### config.mk
export PLATFORM = sky130hd
export DESIGN_NAME = alu8_core
export DESIGN_NICKNAME = d
export VERILOG_FILES = /design/src/rtl/alu8_pkg.sv /design/src/rtl/alu8_addsub.sv /design/src/rtl/alu8_shift.sv /design/src/rtl/alu8_bitwise.sv /design/src/rtl/alu8_core.sv
export SDC_FILE = /design/constraint.sdc
export NUM_CORES = 1
export LEC_CHECK = 0
export ABC_AREA = 1
export BUFFER_PORTS_ARGS = -buffer_cell sky130_fd_sc_hd__buf_2
export CAP_MARGIN = 20
export CELL_PAD_IN_SITES_DETAIL_PLACEMENT = 1
export CELL_PAD_IN_SITES_GLOBAL_PLACEMENT = 1
export CORE_MARGIN = 8
export CORE_UTILIZATION = 25
export DETAILED_ROUTE_END_ITERATION = 10
export PLACE_DENSITY_LB_ADDON = 0.1
export SLEW_MARGIN = 25
export SYNTH_ARGS = -nofsm -noshare
export SYNTH_HDL_FRONTEND = slang
export SYNTH_SLANG_ARGS = --single-unit
### constraint.sdc
create_clock -name vclk -period 5.16
set_input_delay 1.032 -clock vclk [all_inputs]
set_output_delay 1.032 -clock vclk [all_outputs]
set_load 0.01 [all_outputs]
### src/rtl/alu8_pkg.sv
package alu8_pkg;

  typedef enum logic [3:0] {
    OP_ADD = 4'd0,
    OP_SUB = 4'd1,
    OP_AND = 4'd2,
    OP_OR  = 4'd3,
    OP_XOR = 4'd4,
    OP_CMP = 4'd5,
    OP_SHL = 4'd6,
    OP_SHR = 4'd7,
    OP_ROL = 4'd8,
    OP_ROR = 4'd9,
    OP_INC = 4'd10,
    OP_DEC = 4'd11,
    OP_BIT = 4'd12,
    OP_TSB = 4'd13,
    OP_TRB = 4'd14,
    OP_RSV = 4'd15
  } alu_op_e;

  typedef enum logic [2:0] {
    BW_AND = 3'd0,
    BW_OR  = 3'd1,
    BW_XOR = 3'd2,
    BW_SET = 3'd3,
    BW_CLR = 3'd4
  } bw_fn_e;

  // flag write-mask positions
  localparam int unsigned FI_N = 3;
  localparam int unsigned FI_V = 2;
  localparam int unsigned FI_Z = 1;
  localparam int unsigned FI_C = 0;
  localparam int unsigned FLAG_COUNT = 4;

endpackage

### src/rtl/alu8_addsub.sv
module alu8_addsub #(
  parameter int unsigned W = 8
) (
  input  logic [W-1:0] a,
  input  logic [W-1:0] b,
  input  logic         invert_b,
  input  logic         cin,
  output logic [W-1:0] sum,
  output logic         cout,
  output logic         ovf
);
  localparam int unsigned MSB = W - 1;

  logic [W-1:0] b_eff;
  logic [W:0]   full;

  always_comb begin
    b_eff = invert_b ? ~b : b;
    full  = {1'b0, a} + {1'b0, b_eff} + {{W{1'b0}}, cin};
  end

  assign sum  = full[W-1:0];
  assign cout = full[W];
  // signed overflow: like-signed inputs, differently signed sum
  assign ovf  = (a[MSB] == b_eff[MSB]) && (sum[MSB] != a[MSB]);

endmodule

### src/rtl/alu8_shift.sv
module alu8_shift #(
  parameter int unsigned W = 8
) (
  input  logic [W-1:0] a,
  input  logic         cin,
  input  logic         right,
  input  logic         rotate,
  output logic [W-1:0] y,
  output logic         cout
);
  localparam int unsigned MSB = W - 1;

  logic fill;

  always_comb begin
    fill = rotate ? cin : 1'b0;
    if (right) begin
      y    = {fill, a[MSB:1]};
      cout = a[0];
    end else begin
      y    = {a[MSB-1:0], fill};
      cout = a[MSB];
    end
  end

endmodule

### src/rtl/alu8_bitwise.sv
module alu8_bitwise
  import alu8_pkg::*;
#(
  parameter int unsigned W = 8
) (
  input  logic [W-1:0] a,
  input  logic [W-1:0] b,
  input  bw_fn_e       fn,
  output logic [W-1:0] y,
  output logic         overlap_zero
);

  for (genvar i = 0; i < W; i++) begin : g_lane
    assign y[i] = (fn == BW_OR)  ? (a[i] | b[i])  :
                  (fn == BW_XOR) ? (a[i] ^ b[i])  :
                  (fn == BW_SET) ? (a[i] | b[i])  :
                  (fn == BW_CLR) ? (~a[i] & b[i]) :
                                   (a[i] & b[i]);
  end

  assign overlap_zero = ~|(a & b);

endmodule

### src/rtl/alu8_core.sv
module alu8_core
  import alu8_pkg::*;
#(
  parameter int unsigned W = 8
) (
  input  logic [3:0]   op,
  input  logic [W-1:0] opd_a,
  input  logic [W-1:0] opd_b,
  input  logic         carry_in,
  output logic [W-1:0] result,
  output logic         flag_n,
  output logic         flag_v,
  output logic         flag_z,
  output logic         flag_c,
  output logic [3:0]   flag_we
);
  localparam int unsigned MSB = W - 1;
  localparam logic [FLAG_COUNT-1:0] WE_ALL   = 4'b1111;
  localparam logic [FLAG_COUNT-1:0] WE_NZ    = 4'b1010;
  localparam logic [FLAG_COUNT-1:0] WE_NZC   = 4'b1011;
  localparam logic [FLAG_COUNT-1:0] WE_NVZ   = 4'b1110;
  localparam logic [FLAG_COUNT-1:0] WE_Z     = 4'b0010;
  localparam logic [FLAG_COUNT-1:0] WE_NONE  = 4'b0000;

  alu_op_e op_e;
  assign op_e = alu_op_e'(op);

  // adder operand steering
  logic [W-1:0] add_b;
  logic         add_inv;
  logic         add_cin;
  logic [W-1:0] add_sum;
  logic         add_cout;
  logic         add_ovf;

  always_comb begin
    add_b   = opd_b;
    add_inv = 1'b0;
    add_cin = carry_in;
    unique case (op_e)
      OP_SUB: add_inv = 1'b1;
      OP_CMP: begin add_inv = 1'b1; add_cin = 1'b1; end
      OP_INC: begin add_b = '0; add_cin = 1'b1; end
      OP_DEC: begin add_b = '0; add_inv = 1'b1; add_cin = 1'b0; end
      default: ;
    endcase
  end

  alu8_addsub #(.W(W)) u_addsub (
    .a(opd_a), .b(add_b), .invert_b(add_inv), .cin(add_cin),
    .sum(add_sum), .cout(add_cout), .ovf(add_ovf)
  );

  // shifter steering
  logic         sh_right;
  logic         sh_rot;
  logic [W-1:0] sh_y;
  logic         sh_cout;

  assign sh_right = (op_e == OP_SHR) || (op_e == OP_ROR);
  assign sh_rot   = (op_e == OP_ROL) || (op_e == OP_ROR);

  alu8_shift #(.W(W)) u_shift (
    .a(opd_a), .cin(carry_in), .right(sh_right), .rotate(sh_rot),
    .y(sh_y), .cout(sh_cout)
  );

  // bitwise steering
  bw_fn_e       bw_fn;
  logic [W-1:0] bw_y;
  logic         bw_zero;

  always_comb begin
    unique case (op_e)
      OP_OR:   bw_fn = BW_OR;
      OP_XOR:  bw_fn = BW_XOR;
      OP_TSB:  bw_fn = BW_SET;
      OP_TRB:  bw_fn = BW_CLR;
      default: bw_fn = BW_AND;
    endcase
  end

  alu8_bitwise #(.W(W)) u_bitwise (
    .a(opd_a), .b(opd_b), .fn(bw_fn), .y(bw_y), .overlap_zero(bw_zero)
  );

  // result and raw flag selection
  logic                  n_raw, v_raw, z_raw, c_raw;
  logic [FLAG_COUNT-1:0] we_sel;

  always_comb begin
    result = opd_a;
    n_raw  = 1'b0;
    v_raw  = 1'b0;
    z_raw  = 1'b0;
    c_raw  = 1'b0;
    we_sel = WE_NONE;
    unique case (op_e)
      OP_ADD, OP_SUB: begin
        result = add_sum;
        n_raw  = add_sum[MSB];
        v_raw  = add_ovf;
        z_raw  = ~|add_sum;
        c_raw  = add_cout;
        we_sel = WE_ALL;
      end
      OP_AND, OP_OR, OP_XOR: begin
        result = bw_y;
        n_raw  = bw_y[MSB];
        z_raw  = ~|bw_y;
        we_sel = WE_NZ;
      end
      OP_CMP: begin
        n_raw  = add_sum[MSB];
        z_raw  = ~|add_sum;
        c_raw  = add_cout;
        we_sel = WE_NZC;
      end
      OP_SHL, OP_SHR, OP_ROL, OP_ROR: begin
        result = sh_y;
        n_raw  = sh_y[MSB];
        z_raw  = ~|sh_y;
        c_raw  = sh_cout;
        we_sel = WE_NZC;
      end
      OP_INC, OP_DEC: begin
        result = add_sum;
        n_raw  = add_sum[MSB];
        z_raw  = ~|add_sum;
        we_sel = WE_NZ;
      end
      OP_BIT: begin
        n_raw  = opd_b[MSB];
        v_raw  = opd_b[MSB-1];
        z_raw  = bw_zero;
        we_sel = WE_NVZ;
      end
      OP_TSB, OP_TRB: begin
        result = bw_y;
        z_raw  = bw_zero;
        we_sel = WE_Z;
      end
      default: ;
    endcase
  end

  assign flag_we = we_sel;
  assign flag_n  = n_raw & we_sel[FI_N];
  assign flag_v  = v_raw & we_sel[FI_V];
  assign flag_z  = z_raw & we_sel[FI_Z];
  assign flag_c  = c_raw & we_sel[FI_C];

  // ---------------------------------------------------------------
  // assertions on the settled outputs
  // ---------------------------------------------------------------
  always_comb begin
    p_unwritten_low_r11: assert (({flag_n, flag_v, flag_z, flag_c} & ~flag_we) == 4'b0000)
      else $error("unmasked flag driven high");

    if (op_e == OP_ADD)
      p_add_sum_r1: assert ({flag_c, result} ==
                            ({1'b0, opd_a} + {1'b0, opd_b} + {{W{1'b0}}, carry_in}))
        else $error("add sum/carry mismatch");

    if (op_e == OP_AND || op_e == OP_OR || op_e == OP_XOR)
      p_logic_keeps_vc_r3: assert (!flag_we[FI_V] && !flag_we[FI_C])
        else $error("logic op writes V or C");

    if (flag_we[FI_Z] && op_e != OP_BIT && op_e != OP_TSB && op_e != OP_TRB && op_e != OP_CMP)
      p_zero_tracks_result_r3: assert (flag_z == (result == '0))
        else $error("Z does not follow result");

    if (op_e == OP_CMP)
      p_cmp_no_borrow_r4: assert (result == opd_a && flag_c == (opd_a >= opd_b))
        else $error("compare result or carry wrong");

    if (op_e == OP_SHR)
      p_shr_clears_n_r5: assert (!flag_n && flag_c == opd_a[0])
        else $error("shift right N or C wrong");

    if (op_e == OP_INC || op_e == OP_DEC)
      p_incdec_no_carry_r7: assert (!flag_we[FI_C] &&
                                    result == ((op_e == OP_INC) ? opd_a + W'(1) : opd_a - W'(1)))
        else $error("increment/decrement wrong");

    if (op_e == OP_RSV)
      p_reserved_inert_r10: assert (flag_we == 4'b0000 && result == opd_a)
        else $error("reserved code has an effect");
  end

endmodule

# Word level (Yosys, flattened, before mapping)
# Cells that the tools add are included.
[classes]
addsub = 2
multipliers = 0
div = 0
order_cmp = 0
n_eq_ne = 20
shift = 0
muxes = 46
n_bitwise = 46
reduce_logical = 26
[ops]
columns = ["operator", "n"]
rows = [
  ["1-bit 2-to-1 mux", 35],
  ["8-bit OR reduction", 4],
  ["4-bit == test (second input constant)", 7],
  ["8-bit 2-to-1 mux", 3],
  ["8-bit one-hot mux with 3 select lines", 1],
  ["1-bit AND", 20],
  ["4-bit one-hot mux with 5 select lines", 1],
  ["5-bit OR reduction", 4],
  ["4-bit by 3-bit == test with 1-bit output (second input constant)", 4],
  ["3-bit one-hot mux with 4 select lines", 1],
  ["3-bit OR reduction", 4],
  ["8-bit by 8-bit adder with 9-bit output", 1],
  ["9-bit by 1-bit adder with 9-bit output", 1],
  ["8-bit AND", 1],
  ["4-bit by 2-bit == test with 1-bit output (second input constant)", 2],
  ["1-bit inverter", 8],
  ["8-bit inverter", 1],
  ["1-bit OR", 8],
  ["1-bit one-hot mux with 4 select lines", 2],
  ["2-bit OR reduction", 4],
  ["4-bit OR reduction", 2],
  ["1-bit bitwise XOR", 8],
  ["3-bit by 2-bit == test with 1-bit output (second input constant)", 2],
  ["1-bit one-hot mux with 2 select lines", 3],
  ["other kinds (9)", 13],
]
[word_totals]
reg_bits = 0
latchBits = 0
ram_bits = 0
romBits = 0
inputBits = 21
output_inout_bits = 16
memories = 0

# Longest topological paths before layout
[depth]
ltp_word = 11
ltp_mapped = 20

# By module
# Synthesis repeated with hierarchy kept, for this count alone.
[hier_totals]
cells_unflattened = 402
area_unflattened_um2 = 2047.0
[by_module_without_submodules]
columns = ["mod", "instances", "cells_per_inst", "area_each_um2"]
rows = [
  ["alu8_bitwise", 1, 142, 772.0],
  ["alu8_core", 1, 159, 690.7],
  ["alu8_addsub", 1, 72, 460.4],
  ["alu8_shift", 1, 29, 123.9],
]

# Least setup slack after synthesis
# Ideal clock, no wire load.
[synth_timing]
path_kind = "input to output"
start = "input op[1]"
end = "output flag_z"
arrival_time_ns = 3.479
slack_ns = 0.649
cell_stages = 16
path_buffers = 0
path_cell_list = "inv_2 > nand2_1 > o21ai_2 > xnor2_1 > fa_1 > fa_1 > or2_2 > nor2_1 > nand2_1 > inv_1 > nand3_1 > nor2_1 > nand2_1 > nand2_1 > nor2_1 > o21ai_1"
[synth_via]
elab_chain_cells = 11
elab_cells_between_ends = 83
classes_between = "add/sub: 2; eq/ne: 18; mux: 41; bitwise: 2; reduce/logical: 20"
[synth_lines]
columns = ["item", "line_no", "text"]
rows = [
  ["start, declared", "alu8_core.sv:6", "input logic [3:0] op,"],
  ["4-bit == test (tied with other cells)", "alu8_core.sv:40, alu8_core.sv:98", ""],
  ["2-bit OR reduction (no line) / 3-bit one-hot mux with 4 select lines (equally long branches)", "n/a", ""],
  ["8-bit 2-to-1 mux / 3-bit == test (equally long branches)", "alu8_core.sv:40, alu8_bitwise.sv:17", ""],
  ["8-bit inverter / 1-bit 2-to-1 mux (equally long branches)", "alu8_addsub.sv:18, alu8_bitwise.sv:17", ""],
  ["8-bit 2-to-1 mux / 1-bit 2-to-1 mux (equally long branches)", "alu8_addsub.sv:18, alu8_bitwise.sv:16", ""],
  ["8-bit by 8-bit adder with 9-bit output / 1-bit 2-to-1 mux (equally long branches)", "alu8_addsub.sv:19, alu8_bitwise.sv:15", ""],
  ["9-bit by 1-bit adder with 9-bit output / 1-bit 2-to-1 mux (equally long branches)", "alu8_addsub.sv:19, alu8_bitwise.sv:14", ""],
  ["8-bit OR reduction, on equally long branches", "n/a", ""],
  ["1-bit logical NOT, on equally long branches", "n/a", ""],
  ["1-bit one-hot mux with 4 select lines", "alu8_core.sv:98", "unique case (op_e)"],
  ["1-bit AND *", "alu8_core.sv:150", "assign flag_z = z_raw & we_sel[FI_Z];"],
  ["end, declared", "alu8_core.sv:13", "output logic flag_z,"],
]
# Mark *: on every way between the ends. The rest lies on a longest branch, timed or not.

# Final worst setup path
[layout_timing]
start = "input op[3]"
end = "output flag_z"
# Same word-level chain as after synthesis.

==> flow_summary.toml <==
[timing]
hold_ws_ns = 2.50
finalSetupViolCount = 0
worst_slack_ns = 0.393
layout_min_cycle_time_ns = 4.77
setup-tns-final_ns = 0
min_period_over_period_pct = 92.4
rsz0062_at_grt = "no"
worstMarginPinSlew_ns = 0.688
timing.slew.headroom_pct = 53.7
hold_viol = 0
slew_viol_final = 0
max_freq_ghz = 0.210

[power]
power_uw = 255
powerDensity_nw_per_um2 = 117
p_leak_nw = 1.25
p_sw_uw = 165
power.internal_uw = 89.3
netSwitchingFraction_pct = 64.9
power.share.clock_pct = 0
p_seq_share_pct = 0
max-vdd-ir-drop_uv = 35.8
comb_power_share_pct = 100.0

[placement]
dp.cells = 502
place_congestion = 0.895
dp_hpwl_um = 6730
port_buffers = 37
dp_slack_ns = 0.365

[logic_synthesis]
synthCells = 369
syn_nets = 415
synth_warnings = 0
netlist-cell-type-count = 27
netlist_area_um2 = 1880
syn_avg_cell_area_um2 = 5.10
yosysSeqAreaShare_pct = 0

[layout]
areaGrowthSynthToFinish_pct = 15.2
fin_cells = 502
seqCellArea_um2 = 0
n_clock_buffer = 0
num_antenna_cells = 0
seq_cell_count = 0
num-nets-final = 451
layout-drive-gt1-share_pct = 14.4

[global_routing]
grt_overflow = 0
grtUsageTotal_pct = 15.0
grt_pass1_wl_um = 12600
antenna_found_initial = 0
first_global_vias = 2496
grt_max_degree = 17

[floorplanning]
die_x_um = 103
core_area_um2 = 7290
start_util_pct = 25.8
io_pins = 37
core.rowCount = 31
die_h_um = 103
die-area_um2 = 10600

[detailed_routing]
wire_per_inst_um = 15.3
drt_wl_total_um = 7670
drc = 0
num_vias = 2361
drt_iter0_drc = 54
drtAntennaViolNets = 0
avgViaCountPerCell = 4.70
dr.pass1.iters = 4

[run]
max_cap_viol_count = 0

[critical_path]
cp_max_fo = 6
criticalPathCategory = "input pin to primary output"
critPathArrivalTime_ns = 3.73
cp-start-kind = "input pin"
cp.required_ns = 4.13
cp-end-kind = "primary output"

[cts]
post_cts_resized = 0
post_cts_buffers = 0
cts_hold_buf = 0

[status]
status = "complete, no violations"

[min_path]
hp-class = "input pin to primary output"
## cell usage in the layout (no fill, tap or decap), drive strengths merged, types with 4 or more instances in the layout
master   netlist  final
inv           63     63
xnor2          8      8
o2111ai        7      7
o21ai         21     21
buf            5     39
nand2        158    158
nand4          7      7
or2            4      4
ha            23     23
nor2          31     31
nand3         23     23
a21oi         10     10
## synth_stat cells (all sizes together)
cell type / n / share of area, %
a21oi: 10 / 2.7
buf: 5 / 2.0
fa: 2 / 2.1
ha: 23 / 15
inv: 63 / 13
nand2: 158 / 32
nand3: 23 / 6.1
nand3b: 2 / 0.80
nand4: 7 / 2.3
nor2: 31 / 7.5
nor3: 1 / 0.53
nor4: 2 / 0.66
o2111ai: 7 / 3.3
o21ai: 21 / 5.8
o32ai: 1 / 0.47
or2: 4 / 1.3
xnor2: 8 / 3.7
xor2: 1 / 0.47
## path summary, 6_finish.rpt
kind | startpoint | endpoint | slack [ns] | depth (start not counted)
hold / removal | op[0] | flag_we[3] | 2.50 | 5
setup / recovery | op[3] | flag_z | 0.39 | 20
## cell type report
cell class                 instances  area [um^2]
inverter                          63          236
multi-input combinational        301         1610
timing repair buffer              39          200
fill                            1081         5120
tap                               99          124
## logic make-up (layout without fill, tap and decap cells)
group	Yosys count	in the layout	share of synthesized area [%]
fa+ha+maj	25	25	17.4
xor+xnor	9	9	4.19
buf+inv	68	102	14.6
compound gates	39	39	12.2
simple gates	228	228	51.7
## critical path, stage by stage
cell and delay [ns]:
buf_2 0.14, inv_2 0.08, nor2_4 0.05, nand2_1 0.16
nand2_1 0.07, o21ai_0 0.16, inv_1 0.08, fa_1 0.43
fa_1 0.47, or2_2 0.31, nor2_1 0.11, nand2_1 0.06
inv_1 0.05, nand3_1 0.06, nor2_1 0.09, nand2_1 0.05
nand2_1 0.05, nor2_1 0.05, o21ai_1 0.08, buf_2 0.15
## through the flow
| step | instance area [um^2] | util (%) |
|---|---|---|
| detailed placement | 2170 | 29.8 |
| global placement | 2170 | 29.8 |
| CTS | 2170 | 29.8 |
| global route | 2170 | 29.8 |
| finish | 2170 | 29.8 |
| floorplan | 1880 | - |
## metal layers
metal / GRT usage, % / vias up / share of wire (%)
li1: - / 1229 / -
met3: 1.35 / 3 / 3.9
met2: 26.8 / 39 / 45
met1: 19.7 / 1090 / 50
met5: 0 / - / 0
met4: 0.779 / 0 / 0.50
## power by group through the flow
stage	registers [mW]	logic (mW)	clock network [mW]
after global routing	0	0.290	0
final	0	0.255	0
after global placement	0	0.257	0
after floorplan	0	0.169	0
after CTS	0	0.259	0
after detailed placement	0	0.258	0
Note: power is estimated with default switching activity, not from simulation.
